### config.mk
export PLATFORM = sky130hd
export DESIGN_NAME = led_start_seq
export DESIGN_NICKNAME = d
export VERILOG_FILES = /design/src/rtl/led_start_seq.sv
export SDC_FILE = /design/constraint.sdc
export NUM_CORES = 1
export LEC_CHECK = 0
export ABC_AREA = 1
export ABC_CLOCK_PERIOD_IN_PS = 1350
export BUFFER_PORTS_ARGS = -buffer_cell sky130_fd_sc_hd__buf_2
export CAP_MARGIN = 20
export CORE_MARGIN = 5
export CORE_UTILIZATION = 45
export CTS_BUF_LIST = sky130_fd_sc_hd__clkbuf_2 sky130_fd_sc_hd__clkbuf_4 sky130_fd_sc_hd__clkbuf_8
export CTS_CLUSTER_DIAMETER = 30
export DETAILED_ROUTE_END_ITERATION = 7
export GPL_TIMING_DRIVEN = 0
export HOLD_SLACK_MARGIN = 0.03
export MAX_ROUTING_LAYER = met4
export PLACE_DENSITY = 0.78
export SLEW_MARGIN = 20
export SYNTH_ARGS = -nofsm -noshare
export SYNTH_HDL_FRONTEND = slang
export SYNTH_SLANG_ARGS = --single-unit
### constraint.sdc
create_clock -name clk -period 1.35 [get_ports clk]
set_input_delay 0 -clock clk [delete_from_list [all_inputs] [get_ports clk]]
set_output_delay 0 -clock clk [all_outputs]
set_load 0.05 [all_outputs]
### src/rtl/led_start_seq.sv
module led_start_seq #(
  parameter int P1_MIN_TICKS  = 12,
  parameter int P3_MIN_TICKS  = 15,
  parameter int DIM_GAP_TICKS = 2
) (
  input  logic clk,
  input  logic rst_n,
  input  logic restart,
  input  logic vdd_on,
  input  logic vdd_low,
  input  logic zc,
  input  logic vin_hi,
  input  logic tick,
  output logic bleed_max,
  output logic lowpk_cm,
  output logic fb_clamp_req,
  output logic fb_clamp_angle,
  output logic dim_mode,
  output logic short_prot_en,
  output logic vmode_en,
  output logic cic_en
);
  localparam int MAXT = ((P1_MIN_TICKS > P3_MIN_TICKS) ? P1_MIN_TICKS : P3_MIN_TICKS)
                        + DIM_GAP_TICKS + 1;
  localparam int CW = $clog2(MAXT + 1);

  typedef enum logic [2:0] {S_IDLE, S_P1, S_P2, S_P3, S_RUN} st_t;

  st_t           state;
  logic [CW-1:0] cnt;
  logic          seen_hi;
  logic          dim_q;
  logic [CW-1:0] cnt_inc;

  assign cnt_inc = (&cnt) ? cnt : cnt + 1'b1;

  always_ff @(posedge clk or negedge rst_n) begin
    if (!rst_n) begin
      state   <= S_IDLE;
      cnt     <= '0;
      seen_hi <= 1'b0;
      dim_q   <= 1'b0;
    end else if (restart || vdd_low) begin
      state   <= S_IDLE;
      cnt     <= '0;
      seen_hi <= 1'b0;
      dim_q   <= 1'b0;
    end else begin
      case (state)
        S_IDLE: if (vdd_on) begin
          state <= S_P1;
          cnt   <= '0;
        end
        S_P1: begin
          if (zc && cnt >= CW'(P1_MIN_TICKS)) begin
            state   <= S_P2;
            cnt     <= '0;
            seen_hi <= 1'b0;
          end else if (tick) cnt <= cnt_inc;
        end
        S_P2: begin
          if (zc) begin
            state <= S_P3;
            dim_q <= (cnt > CW'(DIM_GAP_TICKS));
            cnt   <= '0;
          end else begin
            if (vin_hi) seen_hi <= 1'b1;
            if (tick && !vin_hi && !seen_hi) cnt <= cnt_inc;
          end
        end
        S_P3: begin
          if (zc && cnt >= CW'(P3_MIN_TICKS)) state <= S_RUN;
          else if (tick && vin_hi) cnt <= cnt_inc;
        end
        default: state <= S_RUN;
      endcase
    end
  end

  assign bleed_max      = (state == S_P1) || (state == S_P2) || (state == S_P3);
  assign lowpk_cm       = (state == S_P3);
  assign fb_clamp_req   = (state == S_P3);
  assign fb_clamp_angle = (state == S_P3) && dim_q;
  assign dim_mode       = dim_q;
  assign short_prot_en  = (state == S_RUN);
  assign vmode_en       = (state == S_RUN) && !dim_q;
  assign cic_en         = (state == S_RUN) && dim_q;

  assert_p1_exit_R3: assert property (@(posedge clk) disable iff (!rst_n)
    (state == S_P2 && $past(state) == S_P1) |-> ($past(zc) && $past(cnt) >= CW'(P1_MIN_TICKS)));

  assert_p3_exit_R7: assert property (@(posedge clk) disable iff (!rst_n)
    (state == S_RUN && $past(state) == S_P3) |-> ($past(zc) && $past(cnt) >= CW'(P3_MIN_TICKS)));

  assert_mode_hold_R6: assert property (@(posedge clk) disable iff (!rst_n)
    ((state == S_P3 || state == S_RUN) && ($past(state) == S_P3 || $past(state) == S_RUN))
      |-> $stable(dim_q));

  assert_restart_R9: assert property (@(posedge clk) disable iff (!rst_n)
    $past(restart) |-> (state == S_IDLE && !dim_q));

  assert_uvlo_R10: assert property (@(posedge clk) disable iff (!rst_n)
    $past(vdd_low) |-> (state == S_IDLE));
endmodule

==> results.md <==
- The flow ran to the end, but the final reports show violations.
- The final reports fail on setup timing.
- Walking the worst path, the cells encountered are ha_2 > buf_4 > inv_1 > nor2_1 > nand3_1 > nand2_1 > a21oi_1 > nand3_1 > nand2_2.
- The detailed-route vias per instance is 5.21.
- The root buffer cell is sky130_fd_sc_hd__clkbuf_4.
- The weighted congestion at the end of routability-driven global placement is 0.834.
- The adder-cell area share of the yosys netlist is 2.51%.
- The synthesized netlist net count is 156.
- TritonCTS built the clock tree.
- The number of fill cells is 166.
- The final layout net count is 192.
- In this run the worst hold path is classified as input pin to flop.
- The cell count after synthesis is 146.
- The core outline area is 2170 sq um.
- The number of synthesized register bits is 10.
- No sink is reached through more buffers than the 2 on the longest clock path.
- The dominant combinational cell family by area after synthesis is simple AND/OR/NAND/NOR gates.
- The number of DRC violations after detailed-routing iteration 0 is 50.
- The area fraction in compound gates after synthesis is 8.04%.
- Data arrives at the worst endpoint at 1.63 ns.
- Once detail routing completed, the nets flagged for antenna violations numbered 0.
- The worst-case setup margin in the final layout is -0.0908 ns.
- The number of buffers inserted during clock tree synthesis is 3.
- The Yosys warning count is 0.
- The starting density of the core is 45.9%.
- Port buffering added 15 buffers.
- The power density over cell area is 593 nW/um^2.
- The startpoint kind of the worst setup timing path is a flop.
- The number of placement rows is 17.
- The total wire length is 2970 um.
- The number of sinks handled by clock tree synthesis is 10.
- The count of TritonRoute iterations in the first routing pass is 4.
- The post-synthesis instance area is 996 sq um.
- The analysis attributes to cell leakage a power of 0.719 nW.
- In the synthesized netlist, mux cells make up 0% of the area.
- The cell repeated most along the worst path is sky130_fd_sc_hd__nand3_1.
- The top cell types in the final layout, fill and taps aside, are 30 x sky130_fd_sc_hd__nand2_1, 16 x sky130_fd_sc_hd__inv_1, 16 x sky130_fd_sc_hd__buf_4.
- The part of the cycle the worst path needs is 107%.
- At the pin with the least slew margin, the transition time is 0.497 ns.
- After global routing the overflow that remains totals 0.
- After detailed routing, the average wire length per cell comes to 14.2 um.
- The number of global-route vias before repair came to 985.
- The average size of a mapped cell is 6.82 sq um.
- The upper clock frequency limit is 0.694 GHz.
- 16 I/O pins were placed.
- The floorplan step defined a die boundary enclosing 3250 sq um.
- The final max-slew violation count is 0.
- The worst voltage drop across the vdd grid is 0.511 mV.
- Setup violations remaining at the end of the flow were counted as 8.
- The half-perimeter wire length after placement is 1760 um.
- The path type of the worst setup path is flop to flop.
- Together, buffers and inverters on the worst path number 2.
- Across the run, the number of max-cap violations was 0.
- The shortest clock period the worst path allows after layout is 1.44 ns.
- In the global route stage, overall resource usage came out at 17.9%.
- The sum of internal, switching and leakage power is 0.000871 W.
- CTS built an H-tree with a depth of 1.
- The required arrival time at the worst endpoint is 1.54 ns.
- The clock-pin slew reported for the worst setup and hold paths after clock tree synthesis is 0.08 ns.
- Of the synthesized area, sequential elements account for 25.1%.
- The insertion delay to the later sink of the worst-skew pair is 0.29 ns.
- The synthesized netlist devotes 0.879% of its cell area to XOR and XNOR gates.
- The initial antenna violation count is 0.
- The library cell with the largest summed area after synthesis is sky130_fd_sc_hd__dfrtp_1.
- Among all stages on the critical path, the largest delay is contributed by sky130_fd_sc_hd__dfrtp_1.
- Along the worst path, the maximum fanout reaches 3.
- The fraction of post-synthesis cell area in the top cell type by area is 25.1%.
- Counting distinct cell types in the post-synthesis netlist gives 29.
- The number of hold-slack violations in the final timing report is 0.
- The fraction of final layout cells sized beyond drive strength 1 is 51.4%.
- Summing the areas of all and, or, nand and nor instances in the mapped netlist gives 50.8% of the synthesized area.
- Measured against its own limit, the worst slew margin works out to 66.7%.
- The cell class contributing the biggest share of worst-path delay is simple AND/OR/NAND/NOR gates.
- The count of cells in the finished layout, fillers not included, comes to 209.
- Clock skew on the completed layout was measured at 0.00757 ns.
- Counting tap cells, the placed design contains a total of 189 instances.
- STA classifies the critical path endpoint as a flop.
- The wire length of the first global-routing pass is 4440 um.
- The library cell used most frequently in the layout, excluding fill and tap cells, is sky130_fd_sc_hd__nand2_1.
- From bottom edge to top edge, the die measures 57.0 um.
- The largest net degree at the start of global routing is 11.
- The flip-flop and latch area is 253 sq um.
- The largest single stage delay on the critical path is 0.38 ns.
- Setup repair after global routing could not meet its margin everywhere.
- The die extent in x is 57.0 um.
- Summing all multi-input logic gate instances after layout gives 759 sq um.
- The number of antenna diodes in the final layout is 0.
- The via total after detailed routing is 1,089.
- In the post-synthesis netlist, the biggest area contributors are sky130_fd_sc_hd__dfrtp_1 25%, sky130_fd_sc_hd__nand2_1 14%, sky130_fd_sc_hd__nand2_4 6.8%, sky130_fd_sc_hd__inv_1 6.4%, sky130_fd_sc_hd__nor2_1 6.4%.
- The DRC violation count after routing is 0.
- The area added between synthesis and finish is 47.5%.
-- synthesized netlist by cell type --
library cell	instances
sky130_fd_sc_hd__inv_1	17
sky130_fd_sc_hd__nor2_1	17
sky130_fd_sc_hd__nor2_4	4
sky130_fd_sc_hd__nor2_2	3
sky130_fd_sc_hd__o21ai_1	1
sky130_fd_sc_hd__clkinv_1	1
sky130_fd_sc_hd__a21oi_1	5
sky130_fd_sc_hd__nor3_2	1
sky130_fd_sc_hd__inv_2	4
sky130_fd_sc_hd__nand2_1	38
sky130_fd_sc_hd__nand2_2	5
sky130_fd_sc_hd__nand4_1	2
sky130_fd_sc_hd__ha_1	2
sky130_fd_sc_hd__xor2_1	1
sky130_fd_sc_hd__o21bai_2	1
sky130_fd_sc_hd__inv_4	1
sky130_fd_sc_hd__buf_4	2
sky130_fd_sc_hd__nor4_1	1
sky130_fd_sc_hd__buf_6	2
sky130_fd_sc_hd__o211ai_1	2
sky130_fd_sc_hd__nor3_1	2
sky130_fd_sc_hd__o21ai_0	2
sky130_fd_sc_hd__nand2_4	6
sky130_fd_sc_hd__nor2_8	1
sky130_fd_sc_hd__dfrtp_1	10
sky130_fd_sc_hd__o22ai_1	1
sky130_fd_sc_hd__nand3_1	12
sky130_fd_sc_hd__a21boi_1	1
sky130_fd_sc_hd__nand3_4	1
-- cells by family (layout without fill, tap and decap cells) --
group | Yosys count | count (layout)
AND/OR/NAND/NOR | 93 | 93
buffers and inverters | 27 | 62
AO/OA/AOI/OAI | 13 | 13
flip-flops | 10 | 10
adder cells (fa/ha/maj) | 2 | 2
XOR/XNOR | 1 | 1
-- tightest hold or removal path, cell delays in order --
cell                      delay [ns]
sky130_fd_sc_hd__buf_2          0.11
sky130_fd_sc_hd__nor2_4         0.07
sky130_fd_sc_hd__nand2_1        0.07
sky130_fd_sc_hd__o21ai_1        0.06
-- state kept, by name, summed over array words and instances, names as in the netlist --
register  cells
seen_hi       1
dim_mode      1
cnt           5
state         3
-- through the flow --
step	TNS, ns	setup slack, ns	util (%)	instance area [sq um]	hold WS (ns)
final	-0.413	-0.0908	67.7	1470	0.0511
after CTS	-0.124	-0.0308	58.2	1260	0.0549
after global placement	-0.788	-0.162	52.5	1140	-0.123
after detailed placement	-0.901	-0.183	52.5	1140	-0.117
after floorplan	-0.790	-0.109	-	1030	-0.296
after global routing	-1.19	-0.145	67.7	1470	0.0795
-- area by class of cell --
type,count,share of cell area [%]
multi-input combinational,109,51.7
sequential,10,17.2
timing repair buffer,31,17.0
inverter,23,6.39
buffer,4,2.81
clock buffer,4,2.47
tap,28,2.39
-- power by group --
part	switching (W)	internal [W]
Sequential	0.00000890	0.000307
Clock	0.000130	0.000165
Combinational	0.000166	0.0000949
-- per-layer routing --
layer / up-vias / global-route usage [%] / share of wire [%]
li1: 527 / - / -
met1: 501 / 21.9 / 42
met2: 51 / 27.9 / 48
met3: 10 / 2.94 / 7.6
met4: 0 / 9.93 / 2.7
met5: - / - / 0
-- final timing paths --
| check | from | to | slack (ns) | depth (start not counted) |
|---|---|---|---|---|
| max | cnt[0] | cnt[1] | -0.09 | 9 |
| min in group asynchronous | rst_n | cnt[4] | 0.11 | 2 |
| min reg2reg | seen_hi | seen_hi | 0.48 | 2 |
| max reg2reg | cnt[0] | cnt[1] | -0.09 | 9 |
| max in group asynchronous | rst_n | state[1] | 1.01 | 2 |
| min | vdd_low | state[1] | 0.05 | 4 |
-- repair_timing --
item / 4_1_cts / 5_1_grt
pin swaps: 5 / 17
buffers inserted: 4 / 11
setup endpoints to repair: 12 / 15
endpoints found under the hold margin: 10 / 0
resized for setup: 16 / 35
hold buffers: 1 / 0
Note: power is estimated with default switching activity, not from simulation.
